File: src/rtl/i2cbr_pkg.sv
package i2cbr_pkg;

  localparam int unsigned BYTE_W   = 8;
  localparam int unsigned ACK_SLOT = BYTE_W;

  typedef enum logic [3:0] {
    RX_IDLE,
    RX_LOW,
    RX_RISE,
    RX_HIGH,
    RX_HAND,
    RX_PLOW,
    RX_PRISE,
    RX_PHIGH,
    RX_PFREE,
    RX_DONE
  } rx_state_e;

  // SCL frequency in Hz for a rate select code
  function automatic int unsigned rate_hz(input logic [1:0] sel);
    case (sel)
      2'd1:    return 400_000;
      2'd2:    return 1_000_000;
      default: return 100_000;
    endcase
  endfunction

  // system clocks per SCL half period, rounded down
  function automatic int unsigned half_period(input int unsigned clk_hz,
                                              input logic [1:0]  sel);
    return clk_hz / (2 * rate_hz(sel));
  endfunction

endpackage

File: src/rtl/i2cbr_sync.sv
module i2cbr_sync #(
  parameter int unsigned STAGES = 2
) (
  input  logic clk,
  input  logic rst_n,
  input  logic din,
  output logic dout
);
  logic [STAGES-1:0] q;

  always_ff @(posedge clk or negedge rst_n) begin
    if (!rst_n) q <= '1;
    else        q <= {q[STAGES-2:0], din};
  end

  assign dout = q[STAGES-1];
endmodule

File: src/rtl/i2cbr_timer.sv
module i2cbr_timer #(
  parameter int unsigned W = 9
) (
  input  logic         clk,
  input  logic         rst_n,
  input  logic         load,
  input  logic [W-1:0] len,
  output logic         expired
);
  logic [W-1:0] cnt_q;

  always_ff @(posedge clk or negedge rst_n) begin
    if (!rst_n)              cnt_q <= '0;
    else if (load)           cnt_q <= (len == '0) ? '0 : len - 1'b1;
    else if (cnt_q != '0)    cnt_q <= cnt_q - 1'b1;
  end

  assign expired = (cnt_q == '0);
endmodule

File: src/rtl/i2cbr_shift.sv
module i2cbr_shift
  import i2cbr_pkg::*;
(
  input  logic              clk,
  input  logic              rst_n,
  input  logic              shift_en,
  input  logic              bit_in,
  output logic [BYTE_W-1:0] data
);
  logic [BYTE_W-1:0] data_q;

  always_ff @(posedge clk or negedge rst_n) begin
    if (!rst_n)        data_q <= '0;
    else if (shift_en) data_q <= {data_q[BYTE_W-2:0], bit_in};
  end

  assign data = data_q;
endmodule

File: src/rtl/i2cbr_ctrl.sv
module i2cbr_ctrl
  import i2cbr_pkg::*;
#(
  parameter int unsigned CLK_HZ = 100_000_000,
  parameter int unsigned CNT_W  = 8,
  parameter int unsigned HP_W   = 9
) (
  input  logic             clk,
  input  logic             rst_n,
  input  logic             start,
  input  logic [CNT_W-1:0] burst_len,
  input  logic [1:0]       rate_sel,
  input  logic             scl_s,
  input  logic             tmr_exp,
  input  logic             rx_ready,
  output logic             tmr_load,
  output logic [HP_W-1:0]  hp_len,
  output logic             shift_en,
  output logic             scl_low,
  output logic             sda_low,
  output logic             rx_valid,
  output logic             done,
  output logic             busy,
  output logic             idle,
  output logic             ack_phase,
  output logic             last_byte,
  output logic             stop_free,
  output logic             zero_take
);
  localparam int unsigned BIT_W = $clog2(ACK_SLOT + 1);
  localparam logic [BIT_W-1:0] ACK_IDX  = BIT_W'(ACK_SLOT);
  localparam logic [BIT_W-1:0] LAST_BIT = BIT_W'(ACK_SLOT - 1);

  rx_state_e        st_q, st_d;
  logic [BIT_W-1:0] bit_q, bit_d;
  logic [CNT_W-1:0] left_q, left_d;
  logic [HP_W-1:0]  hp_q, hp_d;
  logic [HP_W-1:0]  hp_sel;

  assign hp_sel    = HP_W'(half_period(CLK_HZ, rate_sel));
  assign hp_len    = (st_q == RX_IDLE) ? hp_sel : hp_q;
  assign last_byte = (left_q == CNT_W'(1));

  always_comb begin
    st_d     = st_q;
    bit_d    = bit_q;
    left_d   = left_q;
    hp_d     = hp_q;
    tmr_load = 1'b0;
    shift_en = 1'b0;
    case (st_q)
      RX_IDLE: begin
        if (start) begin
          if (burst_len == '0) begin
            st_d = RX_DONE;
          end else begin
            st_d     = RX_LOW;
            tmr_load = 1'b1;
            bit_d    = '0;
            left_d   = burst_len;
            hp_d     = hp_sel;
          end
        end
      end
      RX_LOW: if (tmr_exp) st_d = RX_RISE;
      RX_RISE: begin
        if (scl_s) begin
          st_d     = RX_HIGH;
          tmr_load = 1'b1;
        end
      end
      RX_HIGH: begin
        if (tmr_exp) begin
          if (bit_q == ACK_IDX) begin
            tmr_load = 1'b1;
            if (last_byte) begin
              st_d = RX_PLOW;
            end else begin
              st_d   = RX_LOW;
              bit_d  = '0;
              left_d = left_q - 1'b1;
            end
          end else begin
            shift_en = 1'b1;
            if (bit_q == LAST_BIT) begin
              st_d  = RX_HAND;
              bit_d = ACK_IDX;
            end else begin
              st_d     = RX_LOW;
              tmr_load = 1'b1;
              bit_d    = bit_q + 1'b1;
            end
          end
        end
      end
      RX_HAND: begin
        if (rx_ready) begin
          st_d     = RX_LOW;
          tmr_load = 1'b1;
        end
      end
      RX_PLOW: if (tmr_exp) st_d = RX_PRISE;
      RX_PRISE: begin
        if (scl_s) begin
          st_d     = RX_PHIGH;
          tmr_load = 1'b1;
        end
      end
      RX_PHIGH: begin
        if (tmr_exp) begin
          st_d     = RX_PFREE;
          tmr_load = 1'b1;
        end
      end
      RX_PFREE: if (tmr_exp) st_d = RX_DONE;
      RX_DONE:  st_d = RX_IDLE;
      default:  st_d = RX_IDLE;
    endcase
  end

  always_ff @(posedge clk or negedge rst_n) begin
    if (!rst_n) begin
      st_q   <= RX_IDLE;
      bit_q  <= '0;
      left_q <= '0;
      hp_q   <= '0;
    end else begin
      st_q   <= st_d;
      bit_q  <= bit_d;
      left_q <= left_d;
      hp_q   <= hp_d;
    end
  end

  // bus line decode
  logic in_bit;
  assign in_bit    = (st_q == RX_LOW) || (st_q == RX_RISE) || (st_q == RX_HIGH);
  assign ack_phase = in_bit && (bit_q == ACK_IDX);
  assign scl_low   = (st_q == RX_LOW) || (st_q == RX_HAND) || (st_q == RX_PLOW);
  assign sda_low   = (ack_phase && !last_byte) || (st_q == RX_PLOW) ||
                     (st_q == RX_PRISE) || (st_q == RX_PHIGH);

  assign rx_valid  = (st_q == RX_HAND);
  assign done      = (st_q == RX_DONE);
  assign idle      = (st_q == RX_IDLE);
  assign busy      = !idle && !done;
  assign stop_free = (st_q == RX_PFREE);
  assign zero_take = idle && start && (burst_len == '0);
endmodule

File: src/rtl/i2c_burst_rx.sv
module i2c_burst_rx
  import i2cbr_pkg::*;
#(
  parameter int unsigned CLK_HZ      = 100_000_000,
  parameter int unsigned CNT_W       = 8,
  parameter int unsigned SYNC_STAGES = 2
) (
  input  logic             clk,
  input  logic             rst_n,
  input  logic             start,
  input  logic [CNT_W-1:0] burst_len,
  input  logic [1:0]       rate_sel,
  output logic [7:0]       rx_data,
  output logic             rx_valid,
  input  logic             rx_ready,
  output logic             done,
  output logic             busy,
  output logic             scl_drive_low,
  input  logic             scl_in,
  output logic             sda_drive_low,
  input  logic             sda_in
);
  localparam int unsigned HP_W = $clog2(CLK_HZ / 200_000 + 1);

  logic            scl_s, sda_s;
  logic            tmr_load, tmr_exp, shift_en;
  logic [HP_W-1:0] hp_len;

  // named events for the checker
  logic idle_w, ack_phase_w, last_w, stop_free_w, zero_take_w;

  i2cbr_sync #(.STAGES(SYNC_STAGES)) u_scl_sync (
    .clk(clk), .rst_n(rst_n), .din(scl_in), .dout(scl_s));

  i2cbr_sync #(.STAGES(SYNC_STAGES)) u_sda_sync (
    .clk(clk), .rst_n(rst_n), .din(sda_in), .dout(sda_s));

  i2cbr_timer #(.W(HP_W)) u_timer (
    .clk(clk), .rst_n(rst_n), .load(tmr_load), .len(hp_len), .expired(tmr_exp));

  i2cbr_shift u_shift (
    .clk(clk), .rst_n(rst_n), .shift_en(shift_en), .bit_in(sda_s), .data(rx_data));

  i2cbr_ctrl #(.CLK_HZ(CLK_HZ), .CNT_W(CNT_W), .HP_W(HP_W)) u_ctrl (
    .clk(clk), .rst_n(rst_n), .start(start), .burst_len(burst_len),
    .rate_sel(rate_sel), .scl_s(scl_s), .tmr_exp(tmr_exp), .rx_ready(rx_ready),
    .tmr_load(tmr_load), .hp_len(hp_len), .shift_en(shift_en),
    .scl_low(scl_drive_low), .sda_low(sda_drive_low), .rx_valid(rx_valid),
    .done(done), .busy(busy), .idle(idle_w), .ack_phase(ack_phase_w),
    .last_byte(last_w), .stop_free(stop_free_w), .zero_take(zero_take_w));
endmodule

File: config.mk
export PLATFORM = sky130hd
export DESIGN_NAME = i2c_burst_rx
export DESIGN_NICKNAME = d
export VERILOG_FILES = /design/src/rtl/i2cbr_pkg.sv /design/src/rtl/i2cbr_sync.sv /design/src/rtl/i2cbr_timer.sv /design/src/rtl/i2cbr_shift.sv /design/src/rtl/i2cbr_ctrl.sv /design/src/rtl/i2c_burst_rx.sv
export SDC_FILE = /design/constraint.sdc
export NUM_CORES = 1
export LEC_CHECK = 0
export BUFFER_PORTS_ARGS = -buffer_cell sky130_fd_sc_hd__buf_2
export CAP_MARGIN = 20
export CORE_AREA = 2 2 73 75
export CTS_BUF_LIST = sky130_fd_sc_hd__clkbuf_16
export DETAILED_ROUTE_END_ITERATION = 7
export DIE_AREA = 0 0 75 77
export PLACE_DENSITY = 0.74
export REMOVE_ABC_BUFFERS = 1
export SETUP_SLACK_MARGIN = 0.15
export SYNTH_ARGS = -nofsm -noshare
export SYNTH_HDL_FRONTEND = slang
export SYNTH_SLANG_ARGS = --single-unit
File: constraint.sdc
create_clock -name clk -period 3.7 [get_ports clk]
set_input_delay 0.185 -clock clk [delete_from_list [all_inputs] [get_ports clk]]
set_output_delay 0.185 -clock clk [all_outputs]
set_load 0.05 [all_outputs]
==> out/results.txt, run 1 <==
At the later pin of the worst-skew pair, clock insertion delay measures 280 ps. The setup check on the worst reg-to-reg path leaves a slack of 660 ps. STA classifies the critical path startpoint as a flop. Adding up every negative setup slack in the final design gives 0 ps. The detailed router placed 2390 vias in this run. The worst setup path startpoint was u_ctrl.st_q[1]. Top achievable clock speed: 329 MHz. The number of global-route vias before repair is 2207. The tools report the cell at the root of the clock tree as sky130_fd_sc_hd__clkbuf_16. The flow ran to the end, and the final reports show no timing, DRC or antenna violations.

Summed instance area of the synthesized netlist: 0.00282 sq mm. After detailed routing, the average wire length per cell comes to 16.6 microns. Sequential elements use 38.4% of the synthesized area. The normalized max-slew margin is 36.7%, and the TritonCTS buffer count is 5.

The run gives 7.74 ps as the worst clock skew. The static power due to leakage is 1.40 nW, and the aggregate global-route resource usage is 23.5%. For this design, the sink count on the clock tree is 43. Number of warnings printed during yosys synthesis: 0. TritonCTS built the clock tree. The starting DRC count in detailed routing is 152.

VDD sags by at most 0.000331 V. The setup slack after placement was 722 ps. The chip width was 75 microns; the data arrival time at the worst-slack endpoint was 3210 ps. Measured on the finished design, the core utilization comes to 63.1%. Detailed placement finished with a half-perimeter wire length of 4370 microns. The die outline height was 77 microns; the power density over cell area was 556 mW/mm^2. A synthesized cell averages 9.67 sq um.

0 antenna diodes ended up in the layout. At the worst endpoint, the required time is 3870 ps. After detailed routing, the number of remaining DRC violations is 0. In this run the cell area measured after placement is 0.00298 sq mm. For the worst flop-to-flop path, the logic depth is 7. Yosys mapped the design onto 66 distinct sky130hd cell types. The tightest hold path in the finished design has a slack of 42.6 ps.

Global routing finished with a remaining overflow of 0. Post-CTS timing repair inserted 0 buffers for setup. Dividing the final minimum period by the clock period gives 82.1%.

The post-synthesis cell count is 291, and the via density per instance is 6.18. The critical path is of the reg2reg type. Async set-reset flop share out of synthesis: 100%.

The number of enable-type register cells in the synthesized netlist is 0, and the number of H-tree branching levels is 2. The first-pass GRT wire length is 10600 microns, and the hold violation count in the final report is 0. Final net count: 341.

Compared with the post-synthesis result, the final layout area differs by 11.6%. The source of the worst register-to-register timing path was u_ctrl.st_q[1]. The maximum fanout along the worst path works out to 19. The number of port buffers works out to 28. After clock tree synthesis, the clock-pin slew on the worst setup and hold paths is 60 ps.

The boundary pin count came out at 29. The tools report the reg-to-reg critical path endpoint as u_timer.cnt_q[1]. For the pin with the worst max-slew slack, the measured transition is 950 ps. Row generation in the floorplan step produced 26 rows. The min-delay analysis places its worst path in the category in2async. Post-route antenna net violation count: 0. After detailed routing, the total wire length is 6420 microns. The tools report the post-route cell area as 0.00314 sq mm.

The tools report the maximum number of pins on one net before global-route repair as 44. The tools report the final-report max-slew violation count as 0. The minimum clock period after layout is 3040 ps, and the first-pass detailed-route iteration total is 5. The run gives 0 as the number of antenna violations at the first check in global routing. The tool flagged a number of max-cap violations equal to 0. Once the floorplan was initialized, standard cells occupied 56.6% of the core. The tools report the kind of end point of the critical path as a flop.

The predominant post-synthesis flop cell was sky130_fd_sc_hd__dfrtp_1. The share of final-layout standard cells stronger than drive strength 1 works out to 21.1%. At the end of routability-driven placement, the weighted congestion stood at 0.902. The die covers 0.00578 sq mm. The fill cell total of the finished layout is 412.

In this run the standard cell core region covers 0.00498 sq mm. The longest clock path from root to sink contains 2 buffers. The tools report the smallest setup slack after layout as 661 ps. In this run, synthesis produced a sequential element count of 43. Setup repair after global routing left no endpoint under its margin. The tools report the setup violation total in the final timing report as 0.
## critical path: stages (launching register included)
cell	delay, ps
sky130_fd_sc_hd__dfrtp_1	600
sky130_fd_sc_hd__or4_4	710
sky130_fd_sc_hd__mux2i_1	240
sky130_fd_sc_hd__ha_1	250
sky130_fd_sc_hd__nor4b_1	450
sky130_fd_sc_hd__and3_1	360
sky130_fd_sc_hd__nor2_1	60
sky130_fd_sc_hd__mux2_2	260
## flip-flops by register name, summed over array words and instances (netlist names)
| signal | cells |
|---|---|
| u_ctrl.bit_q | 4 |
| u_ctrl.hp_q | 6 |
| u_ctrl.left_q | 8 |
| u_ctrl.st_q | 4 |
| u_scl_sync.q | 2 |
| u_sda_sync.q | 2 |
| u_shift.data | 8 |
| u_timer.cnt_q | 9 |
## metrics by stage
step / power, W / cells
2_1_floorplan: 0.00116 / 275
3_3_place_gp: 0.00131 / 377
3_5_place_dp: 0.00133 / 377
4_1_cts: 0.00175 / 387
5_1_grt: 0.00187 / 387
6_report: 0.00175 / 387
## final cells by class
type | count | area, sq um | share of cell area, %
Clock buffer | 5 | 125 | 3.98
Tap cell | 70 | 87.6 | 2.79
Sequential cell | 43 | 1080 | 34.4
Clock inverter | 3 | 12.5 | 0.398
Multi-Input combinational cell | 218 | 1590 | 50.7
Inverter | 14 | 52.6 | 1.67
Timing Repair Buffer | 34 | 190 | 6.05
## synthesized netlist by cell type (2+ instances only)
| cell type | number | area share, % |
|---|---|---|
| sky130_fd_sc_hd__dfrtp_1 | 39 | 35 |
| sky130_fd_sc_hd__o21ai_0 | 10 | 1.8 |
| sky130_fd_sc_hd__nand3b_1 | 6 | 1.6 |
| sky130_fd_sc_hd__a21oi_1 | 3 | 0.53 |
| sky130_fd_sc_hd__mux2i_1 | 7 | 2.5 |
| sky130_fd_sc_hd__xor2_1 | 3 | 0.93 |
| sky130_fd_sc_hd__o211ai_1 | 4 | 1.1 |
| sky130_fd_sc_hd__a211oi_1 | 4 | 1.1 |
| sky130_fd_sc_hd__o32ai_1 | 3 | 0.93 |
| sky130_fd_sc_hd__nor2_1 | 21 | 2.8 |
| sky130_fd_sc_hd__a22oi_1 | 3 | 0.80 |
| sky130_fd_sc_hd__inv_1 | 14 | 1.9 |
| sky130_fd_sc_hd__o221ai_1 | 6 | 1.9 |
| sky130_fd_sc_hd__clkbuf_1 | 8 | 1.1 |
| sky130_fd_sc_hd__o41ai_1 | 2 | 0.62 |
| sky130_fd_sc_hd__or3_1 | 4 | 0.89 |
| sky130_fd_sc_hd__or4_1 | 4 | 1.1 |
| sky130_fd_sc_hd__nor3b_1 | 4 | 1.1 |
| sky130_fd_sc_hd__mux2_2 | 13 | 5.2 |
| sky130_fd_sc_hd__and3_1 | 4 | 0.89 |
| sky130_fd_sc_hd__nand2_1 | 30 | 4.0 |
| sky130_fd_sc_hd__buf_1 | 2 | 0.27 |
| sky130_fd_sc_hd__nor4_1 | 8 | 1.8 |
| sky130_fd_sc_hd__o311ai_0 | 2 | 0.62 |
| sky130_fd_sc_hd__buf_2 | 2 | 0.36 |
| sky130_fd_sc_hd__ha_1 | 9 | 4.0 |
| sky130_fd_sc_hd__a2bb2oi_1 | 2 | 0.62 |
| sky130_fd_sc_hd__a21boi_0 | 2 | 0.53 |
| sky130_fd_sc_hd__nor4b_1 | 3 | 0.93 |
| sky130_fd_sc_hd__nor3_1 | 5 | 0.89 |
| sky130_fd_sc_hd__nand3_1 | 12 | 2.1 |
| sky130_fd_sc_hd__xnor2_1 | 7 | 2.2 |
| sky130_fd_sc_hd__nor2b_1 | 3 | 0.67 |
| sky130_fd_sc_hd__o22ai_1 | 4 | 0.89 |
| sky130_fd_sc_hd__buf_6 | 3 | 1.2 |
| sky130_fd_sc_hd__nand2b_1 | 2 | 0.44 |
| sky130_fd_sc_hd__dfstp_2 | 4 | 3.7 |
## worst max-delay path by stage
stage | end | slack (ps) | cells past startpoint
floorplan | u_timer.cnt_q[1] | 1020 | 7
global placement | u_timer.cnt_q[1] | 810 | 7
detailed placement | u_timer.cnt_q[1] | 720 | 7
CTS | u_timer.cnt_q[1] | 690 | 7
global route | u_timer.cnt_q[1] | 460 | 7
finish | u_timer.cnt_q[1] | 660 | 7
## cells by family after synthesis
logic type	Yosys count	synth area share, %
XOR/XNOR	10	3.11
AND/OR/NAND/NOR	115	22.9
AO/OA/AOI/OAI	64	18.9
flip-flops	43	38.4
multiplexers	20	7.69
adder cells (fa/ha/maj)	9	4.00
buffers and inverters	30	5.02
## what timing repair did
| action | 4_1_cts | 5_1_grt |
|---|---|---|
| hold buffers | 2 | 0 |
| endpoints found under the setup margin | 0 | 0 |
| resized for setup | 0 | 0 |
| endpoints found under the hold margin | 2 | 0 |
## metal layers
layer / GRT usage (%) / part of all wire, %
met4: 5.54 / 1.3
met1: 33.0 / 44
met3: 4.60 / 5.1
met5: 0 / 0
met2: 37.4 / 50
## layout by cell type, fill, tap and decap left out, drive strengths merged, types with 5 or more instances in the layout
cell type and n:
dfrtp 39, buf 32, nand2 30, nor2 22
inv 15, mux2 13, nand3 13, o21ai 11
ha 9, nor4 9, mux2i 7, xnor2 7
nand3b 6, o221ai 6, nor3 5, clkbuf 5
a211oi 5, or4 5
## power by group
group / internal (W) / total (W) / switching (W)
Sequential: 0.000591 / 0.000752 / 0.000161
Combinational: 0.000261 / 0.000579 / 0.000318
Clock: 0.000244 / 0.000417 / 0.000173
No activity file was read; power rests on OpenSTA's default activity.
==> run 2: changes to the inputs <==
Settings changed: ABC_AREA set to 1, CORE_AREA 2 2 73 75 to 2 2 72 74, DIE_AREA 0 0 75 77 to 0 0 74 76, PLACE_DENSITY 0.74 to 0.75.
Clock period 3.7 ns to 2.9 ns, I/O delays scaled along.
==> run 2 against run 1 <==
Net effect: routed wire length decreased by 18%; clock skew fell by 4.1 ps; hold slack improved by 150 ps; die area decreased by 2.6%; sequential power rose by 24%; sequential share of layout area is 0.15 points higher; area after synthesis decreased by 2.4%; fmax increased by 44%; total power is 75% higher; global-route usage is 2.4 points lower; setup slack better by 130 ps; critical path depth up 3; largest power group is now combinational logic; highest routed layer unchanged.
==> out/results.txt, run 2 <==
The run finished with clean final reports. The tools report the number of buffers inserted to repair setup after CTS as 0 (unchanged). The top cell types in the final layout, fill and taps aside, are 89 x sky130_fd_sc_hd__nand2_1, 41 x sky130_fd_sc_hd__inv_1, 39 x sky130_fd_sc_hd__dfrtp_1. The die outline height works out to 76 microns (-1.3%). The summed instance area of the synthesized netlist was 0.00275 sq mm (-2.4%).

Starting density of the core: 55.9% (-0.63 points). The run gives 0 (unchanged) as the antenna cell count. In the synthesized netlist the dominant register cell turns out to be sky130_fd_sc_hd__dfrtp_1.

Leaving out fill and tap cells, the most frequent cell in the layout is sky130_fd_sc_hd__nand2_1. The average cell area after synthesis came out at 7.67 sq um (-21%). For the power share of the sequential group, the log shows 30.4% (-13 points). The tools report the weighted congestion at the end of routability-driven global placement as 0.914 (+1.3%). The flip-flop count of the largest register after layout was 9 (unchanged).

The run gives 1.59 nW (+14%) as the static power due to leakage. The number of cells upsized or downsized after cts came out at 0 (unchanged). For the combinational fraction of design power, the log shows 51.2% (+18 points).

The logs give 358 (+23%) for the post-synthesis cell count and 0 (unchanged) for the total DRC errors in the routed layout. Data arrival time at the worst-slack endpoint: 2300 ps (-910 ps). The tools report the cell at the root of the clock tree as sky130_fd_sc_hd__clkbuf_16. The worst setup path is of the reg2reg kind. Area added between synthesis and finish: 13.8%. The required time at the worst-slack endpoint is 3080 ps (-790 ps), and the cell-internal power is 0.00164 W (+50%). For the count of unique library cells instantiated by Yosys, the log shows 35 (-47%).

Top cell type's share of synthesized area: 35.5% (+0.85 points). The worst clock skew is 3.64 ps (-4.10 ps). The logs give 0 (unchanged) for the total overflow reported by the global router and 0.00293 sq mm (-1.8%) for the total placed instance area. The sequential fraction of the synthesis area is 39.3% (+0.94 points). The final period utilization is 72.9% (-9.2 points).

The clock power share came out at 18.4% (-5.5 points). The fill cell total of the finished layout was 433 (+5.1%); the post-route antenna net violation count was 0 (unchanged). The number of cells in the design after placement was 450 (+19%). The tools report the count of max-cap constraint violations as 0 (unchanged). The aggregate global-route resource usage was 21.1% (-2.4 points). The number of enable-type register cells in the synthesized netlist was 0 (unchanged); the number of vias after detailed routing was 2297 (-3.9%).

Path type of the worst min-delay path: in2reg. Total number of clock tree sinks: 43 (unchanged). The post-DP HPWL is 3940 microns (-9.8%). The maximum number of pins on one net before global-route repair is 44 (unchanged). The post-route cell area is 0.00313 sq mm (-0.44%). The die area was 0.00562 sq mm (-2.6%).

Share of final-layout standard cells stronger than drive strength 1: 21.9% (+0.80 points). Measured slew at the worst slew-check pin: 469 ps (-481 ps). For the detailed-route wire length, the log shows 5240 microns (-18%). For the maximum count of clock buffers along a single path, the log shows 2 (unchanged). After synthesis, the cell types taking the most area are sky130_fd_sc_hd__dfrtp_1 36%, sky130_fd_sc_hd__nand2_1 12%, sky130_fd_sc_hd__inv_1 5.6%, sky130_fd_sc_hd__o21ai_0 5.3%, sky130_fd_sc_hd__ha_1 4.1%. The chip width is 74 microns (-1.3%). The kind of end point of the critical path was a flop.

The run gives 290 ps (about the same) as the clock latency reported for the late side of the worst-skew pair. The number of hold buffers added after CTS came out at 2 (unchanged). The first-pass GRT wire length came out at 9540 microns (-10%). The tools report the setup violation total in the final timing report as 0 (unchanged). The net switching fraction of the power came out at 46.3% (+9.0 points). The worst hold path was traced through 5 stages. The starting DRC count in detailed routing was 89 (-41%); the register bit total from synthesis was 43 (unchanged). The number of global-route vias before repair is 2182 (-1.1%), and the via density per instance is 4.97 (-19%). The number of warnings printed during yosys synthesis came out at 0 (unchanged). The worst vdd rail ir drop came out at 0.000576 V (+74%). The number of port buffers was 28 (unchanged); the TritonCTS buffer count was 5 (unchanged). The tools report the final-report max-slew violation count as 0 (unchanged).

In the post-synthesis netlist, the cell with the most instances is sky130_fd_sc_hd__nand2_1. The logs give 416 (+22%) for the final net count and 26 (unchanged) for the number of standard-cell rows in the floorplan. Number of cells on the worst reg-to-reg path: 10 (+3). The power density over cell area is 979 mW/mm^2 (+76%), and the hold violation count in the final report is 0 (unchanged).

Setup repair after global routing left no endpoint under its margin. Minimum clock period after layout: 2110 ps (-925 ps). The maximum fanout along the worst path is 14 (-5). The cell taking the most area after synthesis was sky130_fd_sc_hd__dfrtp_1. The tools report the number of H-tree branching levels as 2 (unchanged). The logs give 29 (unchanged) for the boundary pin count and 473 MHz (+44%) for the top achievable clock speed. The clock-pin transition on the worst setup and hold timing paths is 60 ps (about the same). The async set-reset flop share out of synthesis is 100% (unchanged).

The post-detailed-route wirelength per cell was 11.3 microns (-32%); the first-pass detailed-route iteration total was 4 (-1). Ranked by instance count, the synthesized netlist is headed by 89 x sky130_fd_sc_hd__nand2_1, 41 x sky130_fd_sc_hd__inv_1, 39 x sky130_fd_sc_hd__dfrtp_1, 29 x sky130_fd_sc_hd__nor2_1, 29 x sky130_fd_sc_hd__o21ai_0. The net switching power is 0.00142 W (+120%), and the number of antenna violations at the first check in global routing is 0 (unchanged). Counting flops per register, the top entry is u_timer.cnt_q. The launching element type of the critical path was a flop.

The area taken by multi-input logic gates came out at 0.00144 sq mm (-9.3%). TritonCTS built the clock tree. The sequential cell area came out at 0.00108 sq mm (unchanged). Placeable core area: 0.00491 sq mm (-1.3%).

Accumulated negative setup slack: 0 ps (unchanged). The logs give 462 (+19%) for the count of non-filler cells in the finished layout and 68.7% (+32 points) for the normalized max-slew margin. For the final design utilization, the log shows 63.7% (+0.56 points).
==> run 2: cell types whose count changed after synthesis, moves of 7 or more <==
cell and change:
sky130_fd_sc_hd__nand2_1 +59, sky130_fd_sc_hd__inv_1 +27, sky130_fd_sc_hd__o21ai_0 +19, sky130_fd_sc_hd__nand3_1 +9, sky130_fd_sc_hd__nor2_2 +9, sky130_fd_sc_hd__o21ai_1 +9, sky130_fd_sc_hd__nor2_1 +8, sky130_fd_sc_hd__nor2_4 +8
sky130_fd_sc_hd__nor4_1 -8, sky130_fd_sc_hd__mux2_2 -7, sky130_fd_sc_hd__mux2i_1 -7
==> run 2: per-stage QoR <==
step                      hold slack (ps)  setup slack (ps)  total power, W
after floorplan                      -151               491         0.00218
after global placement                251               938         0.00246
after detailed placement              252               825         0.00250
after CTS                            46.9               799         0.00307
after global routing                  228               535         0.00337
final                                 195               786         0.00306
==> run 2: worst max-delay path, stage by stage, from the launching register on <==
cell and delay, ps:
sky130_fd_sc_hd__dfrtp_1 430, sky130_fd_sc_hd__nor2_2 400, sky130_fd_sc_hd__nand2_4 200, sky130_fd_sc_hd__nor2_2 150, sky130_fd_sc_hd__nand2_2 170, sky130_fd_sc_hd__nand2_1 210
sky130_fd_sc_hd__nor2_8 70, sky130_fd_sc_hd__inv_2 130, sky130_fd_sc_hd__o21ai_0 130, sky130_fd_sc_hd__nand2_1 80, sky130_fd_sc_hd__inv_1 40
==> run 2: layout make-up <==
cell class / instances / share of cell area [%]
Clock inverter: 3 / 0.760
Multi-Input combinational cell: 262 / 46.2
Tap cell: 70 / 2.80
Clock buffer: 5 / 4.00
Timing Repair Buffer: 32 / 6.08
Inverter: 47 / 5.64
Sequential cell: 43 / 34.6
==> run 2: power groups by stage <==
stage | sequential, W | combinational [W] | clock, W
6_report | 0.000932 | 0.00157 | 0.000562
5_1_grt | 0.000964 | 0.00181 | 0.000599
4_1_cts | 0.000933 | 0.00157 | 0.000573
3_5_place_dp | 0.000940 | 0.00156 | 0
3_3_place_gp | 0.000933 | 0.00152 | 0
2_1_floorplan | 0.000931 | 0.00125 | 0
==> run 2: logic make-up (layout without fill, tap and decap cells) <==
| logic type | count (synthesis) | count (layout) | share of synthesized area, % |
|---|---|---|---|
| xor gates and xnor gates | 7 | 7 | 2.23 |
| and+or+nand+nor | 185 | 185 | 32.8 |
| DFF | 43 | 43 | 39.3 |
| buffers and inverters | 53 | 87 | 8.11 |
| muxes | 6 | 6 | 2.46 |
| AOI/OAI and AO/OA | 55 | 55 | 10.9 |
| adders and majority gates | 9 | 9 | 4.10 |
==> run 2: worst paths after layout <==
kind	slack (ps)	start	endpoint
max	790	u_ctrl.st_q[1]	u_timer.cnt_q[0]
max reg2reg	790	u_ctrl.st_q[1]	u_timer.cnt_q[0]
min	190	burst_len[3]	u_ctrl.left_q[3]
max in group asynchronous	2080	rst_n	u_scl_sync.q[0]
min reg2reg	360	u_sda_sync.q[0]	u_sda_sync.q[1]
min in group asynchronous	280	rst_n	u_shift.data[1]
==> run 2: layer usage <==
layer | global-route usage, % | routed length, microns | share of wire (%) | up-vias
met2 | 32.2 | 2380 | 45 | 43
met1 | 30.2 | 2560 | 49 | 1031
met4 | 6.18 | 87 | 1.7 | 0
li1 | - | - | - | 1213
met3 | 4.23 | 209 | 4.0 | 10
met5 | 0 | 0 | 0 | -
